==> src/rtl/tsc_pkg.sv <==
// Shared definitions for the table service controller.
// Assumes: 13 states fit a 4-bit binary code; codes 13..15 are unused.
package tsc_pkg;
    localparam int NUM_ST = 13;
    localparam int ST_W   = 4;

    typedef enum logic [ST_W-1:0] {
        S_SLEEP   = 4'd0,
        S_ORDER   = 4'd1,
        S_VIEW    = 4'd2,
        S_MODIFY  = 4'd3,
        S_CART    = 4'd4,
        S_REMOVE  = 4'd5,
        S_SEND    = 4'd6,
        S_READ    = 4'd7,
        S_SEARCH  = 4'd8,
        S_WIPE    = 4'd9,
        S_PAYWAIT = 4'd10,
        S_ASSIST  = 4'd11,
        S_ADD     = 4'd12
    } st_e;

    // Registered user request pulses
    typedef struct packed {
        logic wake;
        logic add;
        logic view;
        logic cart;
        logic modify;
        logic remove;
        logic back;
        logic send;
        logic assist;
        logic ack;
    } req_t;

    localparam int REQ_W = $bits(req_t);
endpackage

==> src/rtl/tsc_en_reg.sv <==
// Positive-edge register with synchronous active-low reset to zero and a
// write enable; holds its value while the enable is low.
// Assumes: reset takes priority over the enable.
module tsc_en_reg #(
    parameter int W = 1
) (
    input  logic         clk,
    input  logic         rst_n,
    input  logic         en,
    input  logic [W-1:0] d,
    output logic [W-1:0] q
);
    // Load on enable, clear on reset, otherwise hold
    always_ff @(posedge clk) begin
        if (!rst_n)  q <= '0;
        else if (en) q <= d;
    end
endmodule

==> src/rtl/tsc_next_state.sv <==
// Next-state logic of the ordering controller, plus capture of the state
// an assistance call interrupts.
// Assumes: request inputs are already registered; flags are live.
module tsc_next_state
    import tsc_pkg::*;
(
    input  logic [ST_W-1:0] cur,
    input  logic [ST_W-1:0] ret,
    input  req_t            r,
    input  logic            edit_done,
    input  logic            mem_done,
    input  logic            paid,
    input  logic            full,
    input  logic            empty,
    output logic [ST_W-1:0] nxt,
    output logic            ret_en
);
    // State transition table; unused codes fall back to sleep
    always_comb begin
        nxt = cur;
        case (cur)
            S_SLEEP:   if (r.wake) nxt = S_ORDER;
            S_ORDER: begin
                if (r.assist)            nxt = S_ASSIST;
                else if (r.add && !full) nxt = S_ADD;
                else if (r.view)         nxt = S_VIEW;
                else if (r.cart)         nxt = S_CART;
                else if (r.send)         nxt = S_SEND;
            end
            S_ADD:     nxt = S_ORDER;
            S_VIEW: begin
                if (r.assist)      nxt = S_ASSIST;
                else if (r.modify) nxt = S_MODIFY;
                else if (r.back)   nxt = S_ORDER;
            end
            S_MODIFY: begin
                if (r.assist)         nxt = S_ASSIST;
                else if (edit_done)   nxt = S_VIEW;
            end
            S_CART: begin
                if (r.assist)                 nxt = S_ASSIST;
                else if (r.remove && !empty)  nxt = S_REMOVE;
                else if (r.back)              nxt = S_ORDER;
            end
            S_REMOVE:  nxt = S_SEARCH;
            S_SEARCH:  if (mem_done) nxt = S_CART;
            S_SEND:    nxt = S_READ;
            S_READ:    if (mem_done) nxt = S_PAYWAIT;
            S_PAYWAIT: if (paid) nxt = S_WIPE;
            S_WIPE:    if (mem_done) nxt = S_SLEEP;
            S_ASSIST:  if (r.ack) nxt = ret;
            default:   nxt = S_SLEEP;
        endcase
    end

    // Save the interrupted state on entry to assistance
    always_comb ret_en = (nxt == S_ASSIST) && (cur != S_ASSIST);
endmodule

==> src/rtl/tsc_out_dec.sv <==
// Output decode: one-hot state vector and memory control strobes.
// Assumes: state codes 0..NUM_ST-1 map to bit indices of the vector.
module tsc_out_dec
    import tsc_pkg::*;
(
    input  logic [ST_W-1:0]   cur,
    output logic [NUM_ST-1:0] state_hot,
    output logic              mem_wr,
    output logic              mem_rd,
    output logic              mem_srch,
    output logic              mem_wipe,
    output logic              assist_on
);
    // One comparator per state code
    for (genvar i = 0; i < NUM_ST; i++) begin : g_hot
        assign state_hot[i] = (cur == ST_W'(i));
    end

    // Memory strobes and assistance indicator
    always_comb begin
        mem_wr    = state_hot[S_ADD];
        mem_rd    = state_hot[S_READ];
        mem_srch  = state_hot[S_SEARCH];
        mem_wipe  = state_hot[S_WIPE];
        assist_on = state_hot[S_ASSIST];
    end
endmodule

==> src/rtl/tsc_ctrl.sv <==
// Top of the table service order controller: registers request pulses,
// holds the binary state, the return state and the item count, and
// raises a one-cycle done pulse after each memory operation.
// Assumes: requests are single-cycle pulses; mem_done is only meaningful
// while a search, read or wipe strobe is high.
module tsc_ctrl
    import tsc_pkg::*;
#(
    parameter int MAX_ITEMS = 8,
    parameter int CNT_W     = $clog2(MAX_ITEMS + 1)
) (
    input  logic              clk,
    input  logic              rst_n,
    input  logic              wake_req,
    input  logic              add_req,
    input  logic              view_req,
    input  logic              cart_req,
    input  logic              modify_req,
    input  logic              remove_req,
    input  logic              back_req,
    input  logic              send_req,
    input  logic              assist_req,
    input  logic              assist_ack,
    input  logic              edit_done,
    input  logic              mem_done,
    input  logic              paid,
    output logic [NUM_ST-1:0] state_hot,
    output logic              mem_wr,
    output logic              mem_rd,
    output logic              mem_srch,
    output logic              mem_wipe,
    output logic              assist_on,
    output logic              op_done,
    output logic [CNT_W-1:0]  item_count
);
    localparam logic [CNT_W-1:0] MAX_C = CNT_W'(MAX_ITEMS);

    req_t            req_d, req_q;
    logic [ST_W-1:0] cur, nxt, ret;
    logic            ret_en, st_en;
    logic            full, empty, mem_end;
    logic            cnt_en;
    logic [CNT_W-1:0] cnt_d;

    // Gather request pulses for the input register
    always_comb begin
        req_d.wake   = wake_req;
        req_d.add    = add_req;
        req_d.view   = view_req;
        req_d.cart   = cart_req;
        req_d.modify = modify_req;
        req_d.remove = remove_req;
        req_d.back   = back_req;
        req_d.send   = send_req;
        req_d.assist = assist_req;
        req_d.ack    = assist_ack;
    end

    tsc_en_reg #(.W(REQ_W)) u_req_reg (
        .clk(clk), .rst_n(rst_n), .en(1'b1), .d(req_d), .q(req_q)
    );

    // Count status feeding the transition logic
    always_comb begin
        full  = (item_count == MAX_C);
        empty = (item_count == '0);
    end

    tsc_next_state u_nsl (
        .cur(cur), .ret(ret), .r(req_q),
        .edit_done(edit_done), .mem_done(mem_done), .paid(paid),
        .full(full), .empty(empty), .nxt(nxt), .ret_en(ret_en)
    );

    // Write the state register only when it changes
    always_comb st_en = (nxt != cur);

    tsc_en_reg #(.W(ST_W)) u_state_reg (
        .clk(clk), .rst_n(rst_n), .en(st_en), .d(nxt), .q(cur)
    );

    tsc_en_reg #(.W(ST_W)) u_ret_reg (
        .clk(clk), .rst_n(rst_n), .en(ret_en), .d(cur), .q(ret)
    );

    // Item count update: add, completed search, completed wipe
    always_comb begin
        mem_end = mem_done && ((cur == S_READ) || (cur == S_SEARCH) || (cur == S_WIPE));
        cnt_en  = (cur == S_ADD) || (mem_done && ((cur == S_SEARCH) || (cur == S_WIPE)));
        if (cur == S_WIPE)     cnt_d = '0;
        else if (cur == S_ADD) cnt_d = item_count + 1'b1;
        else                   cnt_d = item_count - 1'b1;
    end

    tsc_en_reg #(.W(CNT_W)) u_cnt_reg (
        .clk(clk), .rst_n(rst_n), .en(cnt_en), .d(cnt_d), .q(item_count)
    );

    tsc_en_reg #(.W(1)) u_done_reg (
        .clk(clk), .rst_n(rst_n), .en(1'b1), .d(mem_end), .q(op_done)
    );

    tsc_out_dec u_dec (
        .cur(cur), .state_hot(state_hot),
        .mem_wr(mem_wr), .mem_rd(mem_rd), .mem_srch(mem_srch),
        .mem_wipe(mem_wipe), .assist_on(assist_on)
    );
endmodule

==> config.mk <==
export PLATFORM = sky130hd
export DESIGN_NAME = tsc_ctrl
export DESIGN_NICKNAME = d
export VERILOG_FILES = /design/src/rtl/tsc_pkg.sv /design/src/rtl/tsc_en_reg.sv /design/src/rtl/tsc_next_state.sv /design/src/rtl/tsc_out_dec.sv /design/src/rtl/tsc_ctrl.sv
export SDC_FILE = /design/constraint.sdc
export NUM_CORES = 1
export LEC_CHECK = 0
export ABC_AREA = 0
export BUFFER_PORTS_ARGS = -buffer_cell sky130_fd_sc_hd__buf_4
export CAP_MARGIN = 20
export CORE_ASPECT_RATIO = 1.75
export CORE_MARGIN = 4
export CORE_UTILIZATION = 35
export CTS_CLUSTER_DIAMETER = 40
export CTS_CLUSTER_SIZE = 40
export DETAILED_ROUTE_END_ITERATION = 10
export HOLD_SLACK_MARGIN = 0.02
export PLACE_DENSITY = 0.65
export SYNTH_ARGS = -nofsm -noshare
export SYNTH_HDL_FRONTEND = slang
export SYNTH_SLANG_ARGS = --single-unit
==> constraint.sdc <==
create_clock -name clk -period 5.6 [get_ports clk]
set_input_delay 1.12 -clock clk [delete_from_list [all_inputs] [get_ports clk]]
set_output_delay 1.12 -clock clk [all_outputs]
set_load 0.02 [all_outputs]
Word level (Yosys, flattened, before mapping)

Cells that the tools add are included.

Register bits: 23
Input port bits: 15
Output and inout bits: 23

Add/sub/neg operators: 2
Equality and inequality tests: 16
Mux-type cells: 21
Reductions and logical operators: 13

Operator list:

| operator                                             | number |
|---|---|
| 2-to-1 mux 4 bit                                     | 20 |
| case mux 4 bit (13 select lines)                     | 1 |
| equality test 4 bit (second input constant)          | 7 |
| equality test 4 x 3 -> 1 bit (second input constant) | 4 |
| equality test 4 x 2 -> 1 bit (second input constant) | 2 |
| logical NOT 4 bit                                    | 2 |
| logical AND 1 bit                                    | 5 |
| adder 4 x 1 -> 4 bit (second input constant)         | 1 |
| equality test 4 x 1 -> 1 bit (second input constant) | 1 |
| logical OR 1 bit                                     | 4 |
| != test 4 bit                                        | 1 |
| != test 4 bit (second input constant)                | 1 |
| subtractor 4 x 1 -> 4 bit (second input constant)    | 1 |
| logical NOT 1 bit                                    | 2 |

Longest topological paths before layout

Gate-level depths: netlist of run 1.

Word-level depth: 8
Gate-level depth with buffers: 11
Depth with buffers taken out: 9

Cells and area by module

A second synthesis of run 1 with hierarchy kept.

Cells, all modules: 226
Area, all modules: 2082.0 um^2

Modules (own cells, without submodules):

| module                      | instances | cells each | area an instance (um^2) | seq. area each (um^2) |
|---|---|---|---|---|
| tsc_next_state              | 1         | 98         | 651.9                   | 0.0 |
| tsc_en_reg at u_cnt_reg ... | 3         | 13         | 156.4                   | 80.1 |
| tsc_en_reg at u_req_reg     | 1         | 31         | 374.1                   | 200.2 |
| tsc_out_dec                 | 1         | 22         | 294.0                   | 0.0 |
| tsc_ctrl                    | 1         | 33         | 256.5                   | 0.0 |
| tsc_en_reg at u_done_reg    | 1         | 3          | 36.3                    | 20.0 |

Worst setup path before layout of run 1

Ideal clock, no wire load.

Path type: flip-flop to output port
From: register u_state_reg.q[2]
To: output state_hot[11]
Arrival: 1444 ps
Required time: 4480 ps
Setup slack: 3036 ps
Stages on the path, launching flop included: 6
Path through: dfxtp_1 -> inv_1 -> ha_1 -> clkbuf_1 -> and3_1 -> buf_4

Cells in the longest elaborated chain, start to end: 1

RTL lines:

| what                   | RTL line          | source |
|---|---|---|
| start, declared        | tsc_en_reg.sv:11  | `output logic [W-1:0] q` |
| start signal, assigned | tsc_en_reg.sv:15  | `if (!rst_n) q <= '0;` |
| start signal, assigned | tsc_en_reg.sv:16  | `else if (en) q <= d;` |
| equality test 4 bit    | tsc_out_dec.sv:16 | `assign state_hot[i] = (cur == ST_W'(i));` |
| end, declared          | tsc_ctrl.sv:27    | `output logic [NUM_ST-1:0] state_hot,` |

No other way between the ends.

Final worst setup path of run 1

From: register u_state_reg.q[3]
To: output state_hot[4]

Cells in the longest elaborated chain, start to end: 1

RTL lines:

| what                         | RTL line |
|---|---|
| equality test 4 x 3 -> 1 bit | tsc_out_dec.sv:16 |

No other way between the ends.

==> impl_metrics.ini, run 1 <==
[critical_path]
timing.rr.end = u_ret_reg.q[2]
crit_path_top_delay_cell = dfxtp_1
reg2regPathDepth = 8
cp.arrival_ns = 1.95
cp_top_family = buffers and inverters
max_stage_delay_ns = 0.43
path_max_fanout = 10
r2r_slack_ns = 2.89
r2r_start = u_state_reg.q[2]
required_ns = 4.48
worstSetupStartpointType = flip-flop
path_class = flip-flop to primary output
cp_cell_sequence = inv_1 -> ha_1 -> inv_2 -> nor3_1 -> buf_4
crit_buf_inv = 3
end_kind = primary output

[floorplanning]
design.core.area_um2 = 4400
fp-row-count = 32
start_util_pct = 35.9
die_area_um2 = 5700
fp.dieH_um = 97.0
io_pins = 38
die_x_um = 58.8

[routing]
drt-initial-drc-count = 47
vias_per_cell = 5.41
drcViolationCount = 0
drt-total-wl_mm = 4.12
vias = 1482
dr.pass1.iters = 4
ant_nets = 0
wl_per_cell_um = 15.0

[run]
cap_violations = 0

[cts]
cts_max_level = 1
clkLatencyLatePin_ns = 0.26
cts_resized = 0
post-cts-setup-buffer-count = 0
numCtsBuffers = 3
clock_sinks = 23
path_clk_slew_ns = 0.08
holdBufCountCts = 0
clock_path_buffers = 2
cts_tree = built
clockRootBuffer = clkbuf_8

[grt]
grtUsageTotal_pct = 15.4
antenna_found_initial = 0
first_global_vias = 1481
overflow = 0
grt_pass1_wl_mm = 7.02
grt_start_max_net_pins = 30

[min_path]
hold_class = flip-flop to flip-flop
hp-start = u_ret_reg.q[2]
hold-path-endpoint = u_ret_reg.q[2]
hold_depth = 2

[power_and_ir_drop]
powerDensity_nw_per_um2 = 399
vdd_drop_max_v = 0.000243
p_leak_nw = 0.814

[synth]
ys_ff_latch = 23
async_reset_ff_share_pct = 0
syn_avg_cell_area_um2 = 7.99
synth_nets = 220
synth_flop_cell = dfxtp_1
syn-cell-area_um2 = 1580
synth_edf_count = 0
synth_cells = 198
yosysSeqAreaShare_pct = 29.1
synth_cell_type_count = 51
yosys_warnings = 0

[timing]
worst_pin_slew_ns = 0.856
setup_slack_ns = 2.53
drv_slew = 0
slew-limit-headroom_pct = 42.9
rsz0062_at_grt = false
fmax_mhz = 326
fin_crit_sh_pct = 54.8
hold_violations = 0
fin_worst_skew_ns = 0.00455
setup_viol = 0
period_needed_ns = 3.07
timing.setup.tns_ns = 0

[cells_and_area]
num_antenna_cells = 0
drive_gt1_share_pct = 20.6
num-fill-cells = 473
fin_util_pct = 42.6
most-common-layout-cells = buf_4 (37), dfxtp_1 (23), nand2_1 (20), and2_1 (16), a21oi_1 (11)
final_common_cell = buf_4
fin_area_um2 = 1880
nNetsFinal = 246
seqCellArea_um2 = 460
area_growth_pct = 18.5
multiInputGateArea_um2 = 991

[run_status]
status = complete, no violations

[place]
gp_congestion = 0.911
preCtsSetupSlack_ns = 2.83
placed_area_um2 = 1830
port-buffer-count = 37
dp_hpwl_mm = 3.12
[power by group]
group / internal, mW / switching [mW]
clock network: 0.0507 / 0.0496
registers: 0.186 / 0.0652
logic: 0.172 / 0.224
[through the flow]
stage | total power [mW] | cells | hold WS (ns)
after floorplan | 0.541 | 198 | 0.432
after CTS | 0.755 | 274 | 0.465
after global routing | 0.812 | 274 | 0.502
after global placement | 0.653 | 270 | 0.441
final | 0.748 | 274 | 0.464
after detailed placement | 0.650 | 270 | 0.451
[synthesized netlist by cell type (2+ instances only)]
| master | instances | share of area, % |
|---|---|---|
| a21boi_0 | 2 | 0.95 |
| a21o_1 | 2 | 0.95 |
| a21oi_1 | 11 | 3.5 |
| and2_1 | 16 | 6.3 |
| and3_1 | 4 | 1.6 |
| buf_2 | 6 | 1.9 |
| buf_4 | 5 | 2.4 |
| clkbuf_1 | 4 | 0.95 |
| dfxtp_1 | 23 | 29 |
| ha_1 | 6 | 4.7 |
| inv_1 | 9 | 2.1 |
| mux2i_1 | 4 | 2.5 |
| nand2_1 | 20 | 4.7 |
| nand2b_1 | 4 | 1.6 |
| nand3_1 | 4 | 1.3 |
| nand3b_1 | 3 | 1.4 |
| nor2_1 | 10 | 2.4 |
| nor2b_1 | 8 | 3.2 |
| nor3_1 | 9 | 2.8 |
| nor3b_1 | 2 | 0.95 |
| o211ai_1 | 2 | 0.95 |
| o21a_1 | 2 | 0.95 |
| o21ai_0 | 10 | 3.2 |
| o21ai_1 | 3 | 0.95 |
| o2bb2ai_1 | 2 | 1.1 |
| o41ai_1 | 2 | 1.1 |
[state kept, by name, indices dropped and copies added, names as in the netlist]
register and count:
u_req_reg.q 10, u_ret_reg.q 4, u_cnt_reg.q 4, u_state_reg.q 4, u_done_reg.q 1
[cell type report]
cell class / instances / area share, %
sequential: 23 / 24.5
clock buffer: 4 / 2.40
inverter: 10 / 2.00
multi-input combinational: 149 / 52.8
tap: 51 / 3.40
timing repair buffer: 37 / 14.8
[worst max-delay path by stage]
stage                                 from             to  slack (ns)  depth (start not counted)
after global routing      u_state_reg.q[3]   state_hot[4]        2.37                          5
after floorplan           u_state_reg.q[2]  state_hot[11]        3.04                          5
after global placement    u_state_reg.q[3]   state_hot[4]        2.81                          5
final                     u_state_reg.q[3]   state_hot[4]        2.53                          5
after CTS                 u_state_reg.q[2]   state_hot[4]        2.53                          4
after detailed placement  u_state_reg.q[2]   state_hot[4]        2.83                          4
[metal layers]
metal	GRT usage, %	up-vias	routed length [um]
met5	0	-	0
met4	6.63	0	119
met3	1.87	11	169
met2	26.2	39	2150
met1	18.7	692	1680
li1	-	740	-
[worst register-to-register path, cell delays in order (launching register included)]
cell	delay (ns)
dfxtp_1	0.53
inv_1	0.17
ha_1	0.36
and3_1	0.32
o2bb2ai_1	0.17
a311oi_2	0.22
o2111ai_2	0.19
nor4_4	0.45
mux2i_1	0.23
[kinds of logic after synthesis]
kind of cell    Yosys count  share of synthesized area (%)
fa+ha+maj                 7                           6.01
xor+xnor                  2                           1.11
mux                       5                           3.24
simple gates             87                           31.1
compound gates           48                           21.2
buf+inv                  26                           8.30
flops                    23                           29.1
Power figures use the tool's default switching activity.
==> run 2, diff against run 1 <==
==> constraint.sdc (replaced) <==
create_clock -name clk -period 2.9 [get_ports clk]
set_input_delay 0.58 -clock clk [delete_from_list [all_inputs] [get_ports clk]]
set_output_delay 0.58 -clock clk [all_outputs]
set_load 0.02 [all_outputs]
==> impl_metrics.ini, run 2 (synthesized netlist as in run 1, its figures left out) <==
[timing]
setup_slack_ns = 0.223
hold_violations = 0
timing.setup.tns_ns = 0
fin_worst_skew_ns = 0.00344
drv_slew = 0
worst_pin_slew_ns = 0.863
setup_viol = 0
rsz0062_at_grt = false
fin_crit_sh_pct = 92.3
period_needed_ns = 2.68
fmax_mhz = 374
slew-limit-headroom_pct = 42.4

[routing]
drt-total-wl_mm = 4.23
vias_per_cell = 5.56
ant_nets = 0
drcViolationCount = 0
dr.pass1.iters = 4
wl_per_cell_um = 15.3
vias = 1539
drt-initial-drc-count = 44

[cells_and_area]
drive_gt1_share_pct = 22.1
final_cells = 277
multiInputGateArea_um2 = 991
regMostFlops = u_req_reg.q
nNetsFinal = 249
final_common_cell = buf_4
num-fill-cells = 486
num_antenna_cells = 0
largest_reg_flops = 10
seqCellArea_um2 = 462
most-common-layout-cells = buf_4 (40), dfxtp_1 (22), nand2_1 (20), and2_1 (16), a21oi_1 (11)
fin_area_um2 = 1900
area_growth_pct = 20.0
fin_util_pct = 43.1

[floorplanning]
design.core.area_um2 = 4400
die_x_um = 58.8
die_area_um2 = 5700
start_util_pct = 35.9
io_pins = 38
fp-row-count = 32
fp.dieH_um = 97.0

[critical_path]
timing.rr.end = u_ret_reg.q[0]
r2r_start = u_state_reg.q[2]
path_class = flip-flop to flip-flop
cp.arrival_ns = 2.82
required_ns = 3.04
worstSetupStartpointType = flip-flop
r2r_slack_ns = 0.22
path_max_fanout = 11
end_kind = flip-flop
reg2regPathDepth = 8

[cts]
clkLatencyLatePin_ns = 0.26
cts_resized = 0
clockRootBuffer = clkbuf_8
path_clk_slew_ns = 0.08
holdBufCountCts = 0
post-cts-setup-buffer-count = 0
cts_max_level = 1
cts_tree = built
numCtsBuffers = 3
clock_sinks = 23
clock_path_buffers = 2

[run]
cap_violations = 0

[run_status]
status = complete, no violations

[grt]
grt_start_max_net_pins = 27
grt_pass1_wl_mm = 7.04
first_global_vias = 1549
overflow = 0
antenna_found_initial = 0
grtUsageTotal_pct = 15.5

[min_path]
hold_class = flip-flop to flip-flop
hold-path-endpoint = u_ret_reg.q[3]
hp-start = u_ret_reg.q[3]
hold_depth = 2

[power_and_ir_drop]
p_comb_share_pct = 54.0
p_leak_nw = 0.829
vdd_drop_max_v = 0.000479
pwr-share-seq_pct = 32.6
switching_power_uw = 663
powerDensity_nw_per_um2 = 774
internal_power_uw = 806
clockPowerShare_pct = 13.4
switching_share_pct = 45.1

[place]
placed_cells = 273
port-buffer-count = 37
placed_area_um2 = 1850
preCtsSetupSlack_ns = 0.246
gp_congestion = 0.989
dp_hpwl_mm = 3.30
## run 2: critical path, cell delays in order (launching register included)
cell	delay, ns
dfxtp_1	0.50
inv_1	0.15
ha_1	0.36
and3b_1	0.22
o21ai_0	0.24
o311ai_1	0.17
a2111oi_2	0.62
nor4_4	0.15
mux2i_1	0.14
## run 2: cell type report
cell class	instances	area share, %
Clock buffer	4	2.37
Tap cell	51	3.36
Inverter	10	1.98
Sequential cell	23	24.3
Multi-Input combinational cell	149	52.2
Timing Repair Buffer	40	15.8
## run 2: worst max-delay path by stage
stage                          end  cells after the start  slack [ns]        startpoint
finish              u_ret_reg.q[0]                      8        0.22  u_state_reg.q[2]
floorplan           u_ret_reg.q[0]                      9        0.45  u_state_reg.q[2]
global route        u_ret_reg.q[0]                      8       0.007  u_state_reg.q[2]
global placement    u_ret_reg.q[0]                      8        0.26  u_state_reg.q[2]
CTS                 u_ret_reg.q[2]                      8        0.20  u_state_reg.q[2]
detailed placement  u_ret_reg.q[2]                      8        0.25  u_state_reg.q[2]
## run 2: metrics by stage
step           power, mW  hold slack [ns]
5_1_grt             1.59            0.490
6_report            1.47            0.461
3_3_place_gp        1.28            0.444
3_5_place_dp        1.28            0.450
2_1_floorplan       1.04            0.432
4_1_cts             1.48            0.461
## run 2: power groups by stage
stage | combinational [mW] | sequential (mW) | clock, mW
3_5_place_dp | 0.797 | 0.484 | 0
6_report | 0.793 | 0.479 | 0.197
3_3_place_gp | 0.800 | 0.484 | 0
5_1_grt | 0.882 | 0.492 | 0.214
4_1_cts | 0.800 | 0.477 | 0.205
2_1_floorplan | 0.614 | 0.430 | 0
## run 2: metal layers
metal  GRT usage (%)  up-vias  routed length (um)
met5               0        -                   0
met1            17.3      728                1610
met2            26.9       51                2200
met3            1.74       16                 206
met4            9.08        0                 212
li1                -      744                   -
